## src/rtl/adcrd_pkg.sv

```systemverilog
package adcrd_pkg;
  localparam int STAT_W   = 4;
  localparam int RES_W    = 20;
  localparam int PAD_W    = 8;
  localparam int BASE_LEN = STAT_W + RES_W;
  localparam int LONG_LEN = BASE_LEN + PAD_W;
  localparam int CNT_W    = $clog2(LONG_LEN + 1);

  typedef enum logic [1:0] {
    RD_IDLE,
    RD_WAIT,
    RD_SHIFT,
    RD_DONE
  } rd_state_e;

  typedef struct packed {
    logic [STAT_W-1:0] status;
    logic [RES_W-1:0]  result;
    logic              pad_bad;
  } rd_result_t;

  // number of serial clocks for the selected mode
  function automatic logic [CNT_W-1:0] frame_bits(input logic long_mode);
    return long_mode ? CNT_W'(LONG_LEN) : CNT_W'(BASE_LEN);
  endfunction

  // split the assembled word into status, result and trailer verdict
  function automatic rd_result_t split_word(input logic [LONG_LEN-1:0] w,
                                            input logic long_mode);
    rd_result_t r;
    logic [BASE_LEN-1:0] head;
    logic [PAD_W-1:0]    pad;
    if (long_mode) begin
      head = w[LONG_LEN-1:PAD_W];
      pad  = w[PAD_W-1:0];
    end else begin
      head = w[BASE_LEN-1:0];
      pad  = '1;
    end
    r.status  = head[BASE_LEN-1 -: STAT_W];
    r.result  = head[RES_W-1:0];
    r.pad_bad = ~&pad;
    return r;
  endfunction
endpackage

```

## src/rtl/adcrd_sck_gen.sv

```systemverilog
module adcrd_sck_gen #(
  parameter int HALF = 4
) (
  input  logic clk,
  input  logic rst_n,
  input  logic run,
  output logic sck,
  output logic rise_stb,
  output logic fall_stb
);
  localparam int PW = (HALF > 1) ? $clog2(HALF) : 1;

  logic [PW-1:0] ph_q;
  logic          sck_q;
  logic          ph_end;

  assign ph_end = (ph_q == PW'(HALF - 1));

  always_ff @(posedge clk or negedge rst_n) begin
    if (!rst_n) begin
      ph_q  <= '0;
      sck_q <= 1'b0;
    end else if (!run) begin
      ph_q  <= '0;
      sck_q <= 1'b0;
    end else if (ph_end) begin
      ph_q  <= '0;
      sck_q <= ~sck_q;
    end else begin
      ph_q  <= ph_q + 1'b1;
    end
  end

  assign rise_stb = run & ph_end & ~sck_q;
  assign fall_stb = run & ph_end & sck_q;
  assign sck      = sck_q;


  rise_from_strobe_chk: assert property (@(posedge clk) disable iff (!rst_n)
    $rose(sck_q) |-> $past(rise_stb));

  strobe_excl_chk: assert property (@(posedge clk) disable iff (!rst_n)
    !(rise_stb && fall_stb));
endmodule

```

## src/rtl/adcrd_shifter.sv

```systemverilog
module adcrd_shifter #(
  parameter int W  = 32,
  parameter int CW = 6
) (
  input  logic          clk,
  input  logic          rst_n,
  input  logic          clear,
  input  logic          shift_en,
  input  logic          din,
  output logic [W-1:0]  word,
  output logic [CW-1:0] nbits
);
  always_ff @(posedge clk or negedge rst_n) begin
    if (!rst_n) begin
      word  <= '0;
      nbits <= '0;
    end else if (clear) begin
      word  <= '0;
      nbits <= '0;
    end else if (shift_en) begin
      word  <= {word[W-2:0], din};
      nbits <= nbits + 1'b1;
    end
  end


  shift_len_chk: assert property (@(posedge clk) disable iff (!rst_n)
    nbits <= CW'(W));
endmodule

```

## src/rtl/adcrd_eoc_watch.sv

```systemverilog
module adcrd_eoc_watch #(
  parameter int LIMIT = 4096
) (
  input  logic clk,
  input  logic rst_n,
  input  logic arm,
  input  logic sdo,
  output logic eoc,
  output logic expired
);
  localparam int TW = $clog2(LIMIT + 1);

  logic [TW-1:0] wait_q;

  always_ff @(posedge clk or negedge rst_n) begin
    if (!rst_n)                   wait_q <= '0;
    else if (!arm)                wait_q <= '0;
    else if (wait_q != TW'(LIMIT)) wait_q <= wait_q + 1'b1;
  end

  assign eoc     = arm & ~sdo;
  assign expired = arm & sdo & (wait_q == TW'(LIMIT - 1));


  wait_bound_chk: assert property (@(posedge clk) disable iff (!rst_n)
    arm |-> (wait_q < TW'(LIMIT)));
endmodule

```

## src/rtl/adc_result_reader.sv

```systemverilog
module adc_result_reader #(
  parameter int SCK_HALF  = 4,
  parameter int EOC_LIMIT = 4096
) (
  input  logic        clk,
  input  logic        rst_n,
  input  logic        start_i,
  input  logic        long_mode_i,
  input  logic        sdo_i,
  output logic        cs_n_o,
  output logic        sck_o,
  output logic        busy_o,
  output logic        done_o,
  output logic        timeout_o,
  output logic [3:0]  status_o,
  output logic [19:0] result_o,
  output logic        trailer_err_o
);
  import adcrd_pkg::*;

  rd_state_e            state_q, state_d;
  logic                 long_q;
  logic                 timeout_q;
  rd_result_t           res_q;

  logic                 start_accept;
  logic                 arm_wait;
  logic                 run_sck;
  logic                 rise_stb, fall_stb;
  logic                 eoc_seen, wait_expired;
  logic                 frame_full;
  logic                 shift_en;
  logic                 last_fall;
  logic [LONG_LEN-1:0]  word;
  logic [CNT_W-1:0]     nbits;

  assign start_accept = (state_q == RD_IDLE) & start_i;
  assign arm_wait     = (state_q == RD_WAIT);
  assign run_sck      = (state_q == RD_SHIFT);
  assign frame_full   = (nbits == frame_bits(long_q));
  assign shift_en     = run_sck & rise_stb & ~frame_full;
  assign last_fall    = run_sck & fall_stb & frame_full;

  adcrd_sck_gen #(.HALF(SCK_HALF)) u_sck (
    .clk      (clk),
    .rst_n    (rst_n),
    .run      (run_sck),
    .sck      (sck_o),
    .rise_stb (rise_stb),
    .fall_stb (fall_stb)
  );

  adcrd_shifter #(.W(LONG_LEN), .CW(CNT_W)) u_shift (
    .clk      (clk),
    .rst_n    (rst_n),
    .clear    (start_accept),
    .shift_en (shift_en),
    .din      (sdo_i),
    .word     (word),
    .nbits    (nbits)
  );

  adcrd_eoc_watch #(.LIMIT(EOC_LIMIT)) u_eoc (
    .clk     (clk),
    .rst_n   (rst_n),
    .arm     (arm_wait),
    .sdo     (sdo_i),
    .eoc     (eoc_seen),
    .expired (wait_expired)
  );

  always_comb begin
    state_d = state_q;
    unique case (state_q)
      RD_IDLE:  if (start_i) state_d = RD_WAIT;
      RD_WAIT: begin
        if (eoc_seen)          state_d = RD_SHIFT;
        else if (wait_expired) state_d = RD_IDLE;
      end
      RD_SHIFT: if (last_fall) state_d = RD_DONE;
      RD_DONE:  state_d = RD_IDLE;
      default:  state_d = RD_IDLE;
    endcase
  end

  always_ff @(posedge clk or negedge rst_n) begin
    if (!rst_n) begin
      state_q   <= RD_IDLE;
      long_q    <= 1'b0;
      timeout_q <= 1'b0;
      res_q     <= '0;
    end else begin
      state_q   <= state_d;
      timeout_q <= arm_wait & ~eoc_seen & wait_expired;
      if (start_accept) long_q <= long_mode_i;
      if (last_fall)    res_q  <= split_word(word, long_q);
    end
  end

  assign cs_n_o        = (state_q == RD_IDLE) | (state_q == RD_DONE);
  assign busy_o        = (state_q != RD_IDLE);
  assign done_o        = (state_q == RD_DONE);
  assign timeout_o     = timeout_q;
  assign status_o      = res_q.status;
  assign result_o      = res_q.result;
  assign trailer_err_o = res_q.pad_bad;


  no_clock_in_wait_chk: assert property (@(posedge clk) disable iff (!rst_n)
    (state_q == RD_WAIT) |-> !sck_o);

  sck_needs_cs_chk: assert property (@(posedge clk) disable iff (!rst_n)
    sck_o |-> !cs_n_o);

  done_single_chk: assert property (@(posedge clk) disable iff (!rst_n)
    done_o |=> !done_o);

  done_cs_high_chk: assert property (@(posedge clk) disable iff (!rst_n)
    done_o |-> cs_n_o);

  timeout_excl_chk: assert property (@(posedge clk) disable iff (!rst_n)
    timeout_o |-> (cs_n_o && !done_o));

  short_no_pad_err_chk: assert property (@(posedge clk) disable iff (!rst_n)
    (done_o && !long_q) |-> !trailer_err_o);

  busy_hold_chk: assert property (@(posedge clk) disable iff (!rst_n)
    (busy_o && !done_o && !(arm_wait && wait_expired)) |=> busy_o);
endmodule

```

## config.mk

```make
export PLATFORM = sky130hd
export DESIGN_NAME = adc_result_reader
export DESIGN_NICKNAME = d
export VERILOG_FILES = /design/src/rtl/adcrd_pkg.sv /design/src/rtl/adcrd_sck_gen.sv /design/src/rtl/adcrd_shifter.sv /design/src/rtl/adcrd_eoc_watch.sv /design/src/rtl/adc_result_reader.sv
export SDC_FILE = /design/constraint.sdc
export NUM_CORES = 1
export LEC_CHECK = 0
export ABC_AREA = 1
export ABC_CLOCK_PERIOD_IN_PS = 3100
export CAP_MARGIN = 20
export CORE_ASPECT_RATIO = 1.4
export CORE_UTILIZATION = 25
export DETAILED_ROUTE_END_ITERATION = 6
export PLACE_DENSITY_LB_ADDON = 0.12
export SYNTH_ARGS = -nofsm -noshare
export SYNTH_HDL_FRONTEND = slang
export SYNTH_SLANG_ARGS = --single-unit
```

## constraint.sdc

```tcl
create_clock -name clk -period 3.1 [get_ports clk]
set_input_delay 0.31 -clock clk [delete_from_list [all_inputs] [get_ports clk]]
set_output_delay 0.31 -clock clk [all_outputs]
set_load 0.02 [all_outputs]
```

---- Word level (Yosys, flattened, before mapping) ----
Index checks and enable logic that the tools add are counted.
cells by class
  $add $sub $neg .......................... 3
  multipliers ............................. 0
  divide/modulo/power cells ............... 0
  order comparisons ....................... 0
  equality and inequality tests ........... 12
  shift-type cells ........................ 0
  multiplexer cells ....................... 19
  bitwise gates (word level) .............. 18
  reduce and logical (&&, ||, !) cells .... 6
operators by type and width
  cell                                                   number
  2-to-1 mux 32 bit                                      2
  2-to-1 mux 13 bit                                      2
  2-to-1 mux 24 bit                                      1
  2-to-1 mux 6 bit                                       3
  2-to-1 mux 8 bit                                       2
  adder 13 x 1 -> 13 bit, second input constant          1
  AND 1 bit                                              13
  == test 13 x 12 -> 1 bit, second input constant        1
  inequality test 13 bit, second input constant          1
  2-to-1 mux 2 bit                                       6
  case mux 2 bit (4 select lines)                        1
  AND reduction 8 bit                                    1
  adder 6 x 1 -> 6 bit, second input constant            1
  == test 2 bit, second input constant                   3
  == test 6 bit                                          1
  inequality test 2 x 1 -> 1 bit, second input constant  3
  inverter 1 bit                                         4
  nonzero test 2 bit                                     2
  inequality test 3 x 1 -> 1 bit, second input constant  1
  AND reduction 3 bit                                    1
  adder 2 x 1 -> 2 bit, second input constant            1
  == test 2 x 1 -> 1 bit, second input constant          1
  zero test 2 bit                                        1
  2-to-1 mux 1 bit                                       2
  3 further kinds                                        3
word-level totals
  register bits ........................... 83
  bits in latches ......................... 0
  memory bits (writable) .................. 0
  bits in read-only memories .............. 0
  input bits .............................. 5
  word-level logic and storage cells ...... 69
  memories kept ........................... 0

---- Longest topological paths before layout ----
  depth in word-level cells ............... 8
  gate-level depth with buffers ........... 10

---- Modules after synthesis ----
Synthesis repeated with hierarchy kept, for this count alone.
second synthesis, totals
  cells, all modules ...................... 470
  area total of the unflattened synthesis .. 4275.4 µm²
by module, submodules not included
  module             times used  cells each  area an instance (µm²)  seq. area each (µm²)
  adc_result_reader  1           160         1714.1                  725.7
  adcrd_shifter      1           169         1561.5                  950.9
  adcrd_eoc_watch    1           125         864.6                   325.3
  adcrd_sck_gen      1           16          135.1                   75.1

---- Worst setup path before layout ----
OpenSTA, ideal clock, no wires.
  kind .................................... register to register
  from .................................... register state_q[0]
  to ...................................... register u_shift.word[31]
  library setup time ...................... 0.082 ns
  data arrival time ....................... 1.458 ns
  required time ........................... 3.018 ns
  path slack .............................. 1.560 ns
  stages on the path, launching flop included .. 10
  buffers on the path ..................... 1
  period minus slack after synthesis ...... 1.540 ns
  cells stage by stage .................... dfrtp_1 inv_1 ha_1 nand2_1 nor2_2 nand2_4 inv_4 nand2_4 buf_4 o22ai_1
on the way
  cells in the longest elaborated chain, start to end .. 6
RTL lines
  item                                 RTL line                 RTL
  start, declared                      adc_result_reader.sv:21  rd_state_e state_q, state_d;
  start signal, assigned               adc_result_reader.sv:93  state_q <= state_d;
  == test 2 bit                        adc_result_reader.sv:39  assign run_sck = (state_q == RD_SHIFT);
  AND 1 bit (2 in series)              adcrd_sck_gen.sv:34      assign rise_stb = run & ph_end & ~sck_q;
  AND 1 bit (2 in series)              adc_result_reader.sv:41  assign shift_en = run_sck & rise_stb & ~frame_full;
  nonzero test 2 bit (no source line)  --
  end signal, assigned                 adcrd_shifter.sv:21      word <= {word[W-2:0], din};
  end, declared                        adcrd_shifter.sv:10      output logic [W-1:0] word,
Several ways; a longest one is shown, not always the timed one.
A chain may end at the register's enable or synchronous reset.

---- Worst setup path after layout ----
  from .................................... register state_q[0]
  to ...................................... register u_shift.nbits[2]
on the way
  cells in the longest elaborated chain, start to end .. 6
RTL lines
  item                                 RTL line                 RTL
  == test 2 bit                        adc_result_reader.sv:39
  AND 1 bit (2 in series)              adcrd_sck_gen.sv:34
  AND 1 bit (2 in series)              adc_result_reader.sv:41
  nonzero test 2 bit (no source line)  --
  end signal, assigned                 adcrd_shifter.sv:22      nbits <= nbits + 1'b1;
  end, declared                        adcrd_shifter.sv:11      output logic [CW-1:0] nbits
Several ways; a longest one is shown, not always the timed one.

==> metrics.md <==
| Metric | Value |
|---|---|
| Unrepaired setup endpoints after global routing | no |
| Flip-flop and latch area | 0.00208 sq mm |
| Worst-margin pin slew | 0.642 ns |
| Post-DR wirelength/cell | 13.0 um |
| Peak supply drop | between 0.0004 and 0.0005 V |
| CP peak stage delay | 0.50 ns |
| Status | complete, no violations |
| GPL Wtd Cong | 0.752 |
| R2r endpoint | u_shift.nbits[2] |
| Switching share of total power | 31.4% |
| Hold Crit Start | u_sck.ph_q[0] |
| Part of the power in registers | 40.6% |
| First-pass DRT Iterations | 4 |
| EDFF count, synth | 0 |
| Inserted Clock Buffers | 9 |
| Syn_area_per_cell | around 8.6 sq um |
| Skew final | around 0.0077 ns |
| H-tree depth | 3 |
| Layout fillers | ~1600 |
| Layout area overhead | 22.3% |
| Synth cell types | 25 |
| Clock share of power | 37.5% |
| Asr flop ratio synth | 100% |
| Hold Crit Class | flip-flop to flip-flop |
| Mux cell area share after synthesis | 0% |
| Count of buffers from port buffering | 34 |
| Largest net degree at the start of global routing | 51 |
| Ports | 35 |
| Origin of the critical flop-to-flop path | state_q[0] |
| Post-synthesis compound-gate area fraction | 16.1% |
| Antenna Nets Post-Route | 0 |
| Initial DRC count | ~100 |
| Area of the multi-input gates | 0.00135 sq mm |
| Crit. path cell count | 6 |
| Synth Area in XOR/XNOR | 0% |
| Die footprint | 0.0155 sq mm |
| Antenna violations before repair | 0 |
| Fin crit share | about two thirds |
| Setup slack, reg-to-reg | just under 1 ns |
| Number of max-cap violations | 0 |
| Crit path max-delay family | simple AND/OR/NAND/NOR gates |
| Mapped Cells | 436 |
| Post-Synthesis Cell Area | 0.00376 sq mm |
| Dominant synthesized flop cell | dfrtp_1 |
| CTS clock-pin slew for the worst setup and hold paths | 0.06 ns |
| Die X | 106 um |
| Cell count of the worst hold path | 1 |
| Slew Limit Fails | 0 |
| Warnings from Yosys | 0 |
| Yosys top cell by area | dfrtp_1 |
| Yosys top cell area share | 55.3% |
| CP Max Fanout | 32 |
| Initial core utilization | 25.8% |
| Clock Path Buffers | 2 |
| Final nets | 484 |
| FMAX | between 400 and 500 MHz |
| Final hold violation count | 0 |
| #FFs+latches synth | 83 |
| Worst R2R Path Depth | 6 |
| Vias per cell | around 4.4 |
| Simple-Gate Fraction of Synth Area | 16.9% |
| DPL Wire Length | 5900 um |
| P_leak | approximately 2.0 nW |
| PwrDens | 621 mW/mm^2 |
| Crit. Startpoint | state_q[0] |
| Resized Gates After CTS | 0 |
| Seq/Total Area, Yosys | 55.3% |
| TritonCTS clock tree | done |
| Root Buffer | clkbuf_16 |
| Critical Path RT | 3.32 ns |
| DRC Markers | 0 |
| Remaining global-route overflow | 0 |
| Post-Synth Adder-Cell Area | 3.00% |
| Core Area | 0.0146 sq mm |
| CTS Sinks | 83 |
| CP startpoint kind | flip-flop |
| Total number of vias | roughly 3000 |
| Final setup viols | 0 |
| Die Span Y | roughly 150 um |
| Worst Path Arrival | 2.33 ns |
| Max transition margin | 57.0% |
| CP Cell Sequence | inv_1, ha_1, nand2_1, nand2_2, a21oi_1, nor2_1 |
| Largest family of logic cells by synthesized area | simple AND/OR/NAND/NOR gates |
| Net Count, Synth | 450 |
| Slowest-stage cell, CP | nand2_2 |
| Number of buffers and inverters on the critical path | 1 |
| Fraction of layout cells with a size suffix above 1 | 5.68% |
| Hold Path End | u_sck.ph_q[0] |
| Total power | between 2 and 3 mW |
| Int Power | 1.96 mW |
| Comb pwr share | between 20% and 30% |
| Period minus WS final | ~2.1 ns |
| Total Neg Setup Slack | 0 ns |
| Skew-Pair Late Insertion Delay | approximately 0.34 ns |
| Setup Crit Path Kind | flip-flop to flip-flop |
| Routed WL | 8610 um |
| Tot GR Track Use | 11.7% |
| Crit path capture type | flip-flop |
| Top cells by area, synth | dfrtp_1 (55%), nand2_1 (8.9%), o21ai_0 (7.5%) |
| Vias in the first global route | 2885 |
| First-pass GRT wire length | 14200 um |
| # diodes | 0 |
| Share of the core filled with cells | a little under a third |
| Psw | about 0.90 mW |
| Cell row count | 52 |
-- what timing repair did --
action / 4_1_cts / 5_1_grt
setup buffers: 0 / 0
hold endpoints to repair: 37 / 0
hold buffers: 1 / 0
-- cell type report --
type / instances / share of cell area (%)
Clock inverter: 5 / 1.14
Sequential cell: 83 / 45.2
Clock buffer: 11 / 5.28
Multi-Input combinational cell: 270 / 29.5
Timing Repair Buffer: 39 / 8.22
Inverter: 67 / 5.53
Tap cell: 189 / 5.15
-- cell families (layout without fill, tap and decap cells) --
logic type                 count (synthesis)  in the layout
and+or+nand+nor                          149            149
DFF                                       83             83
buffers and inverters                     83            122
adders and majority gates                  9              9
AOI/OAI and AO/OA                        112            112
-- layer usage --
metal	GRT usage [%]	up-vias	wire [um]
met2	19.2	36	4270
met5	0	-	0
met4	5.00	0	99
li1	-	1501	-
met3	2.40	7	210
met1	15.0	1385	4040
-- cell usage after synthesis (4+ instances only) --
master / count
nand2_1: 89
dfrtp_1: 83
inv_1: 65
o21ai_0: 56
o22ai_1: 27
nor2_1: 22
nand3_1: 16
a21oi_1: 14
o21ai_1: 11
clkbuf_1: 10
ha_1: 9
nor3_1: 9
nand4_1: 8
buf_2: 4
-- through the flow --
stage / hold WS [ns] / worst slack [ns] / cell area [sq um] / instances
final: 0.435 / 0.984 / 4590 / 664
after global routing: 0.462 / 0.818 / 4590 / 664
after CTS: 0.440 / 0.965 / 4590 / 664
after detailed placement: 0.344 / 0.989 / 4290 / 647
after global placement: 0.343 / 1.02 / 4290 / 647
after floorplan: 0.0144 / 1.56 / 3760 / 436
-- sequential cells by signal, summed over array words and instances, names as in the netlist, named ones only --
name	flops
long_q	1
u_eoc.wait_q	13
u_shift.nbits	6
u_shift.word	32
status_o	4
timeout_o	1
u_sck.sck	1
trailer_err_o	1
result_o	20
state_q	1
u_sck.ph_q	2
-- cells in the final DEF, fill, tap and decap left out --
cell type        netlist  layout
clkinvlp_4             0       1
inv_2                  1       1
nand4_1                8       8
a21oi_1               14      14
o22ai_1               27      27
inv_1                 65      65
bufinv_16              0       1
dfrtp_1               83      83
ha_1                   9       9
clkbuf_8               0       1
clkdlybuf4s50_1        0      33
nor3_1                 9       9
clkbuf_16              0       9
nand2_4                2       2
o21bai_1               1       1
nand2_1               89      89
o21ai_1               11      11
nor2_2                 1       1
o31ai_1                1       1
buf_4                  2       5
nand3_2                1       1
o21ai_0               56      56
dlygate4sd3_1          0       1
a211oi_1               1       1
clkbuf_1              10       1
inv_4                  1       1
clkinv_2               0       3
nand2_2                1       1
nor2_1                22      22
nand3_1               16      16
o21a_1                 1       1
-- power groups by stage --
stage                     Combinational [mW]  Sequential [mW]  Clock, mW
final                                  0.628             1.16       1.07
after global routing                   0.728             1.16       1.15
after CTS                              0.650             1.16       1.11
after detailed placement               0.646             1.18          0
after global placement                 0.641             1.18          0
after floorplan                        0.438             1.17          0
-- how the worst max path moves through the flow --
stage                                   to  slack, ns
after global placement    u_shift.nbits[2]       1.02
after global routing      u_shift.nbits[2]       0.82
after floorplan           u_shift.word[31]       1.56
after detailed placement  u_shift.nbits[2]       0.99
after CTS                           cs_n_o       0.97
final                     u_shift.nbits[2]       0.98
No activity file was read; power rests on OpenSTA's default activity.
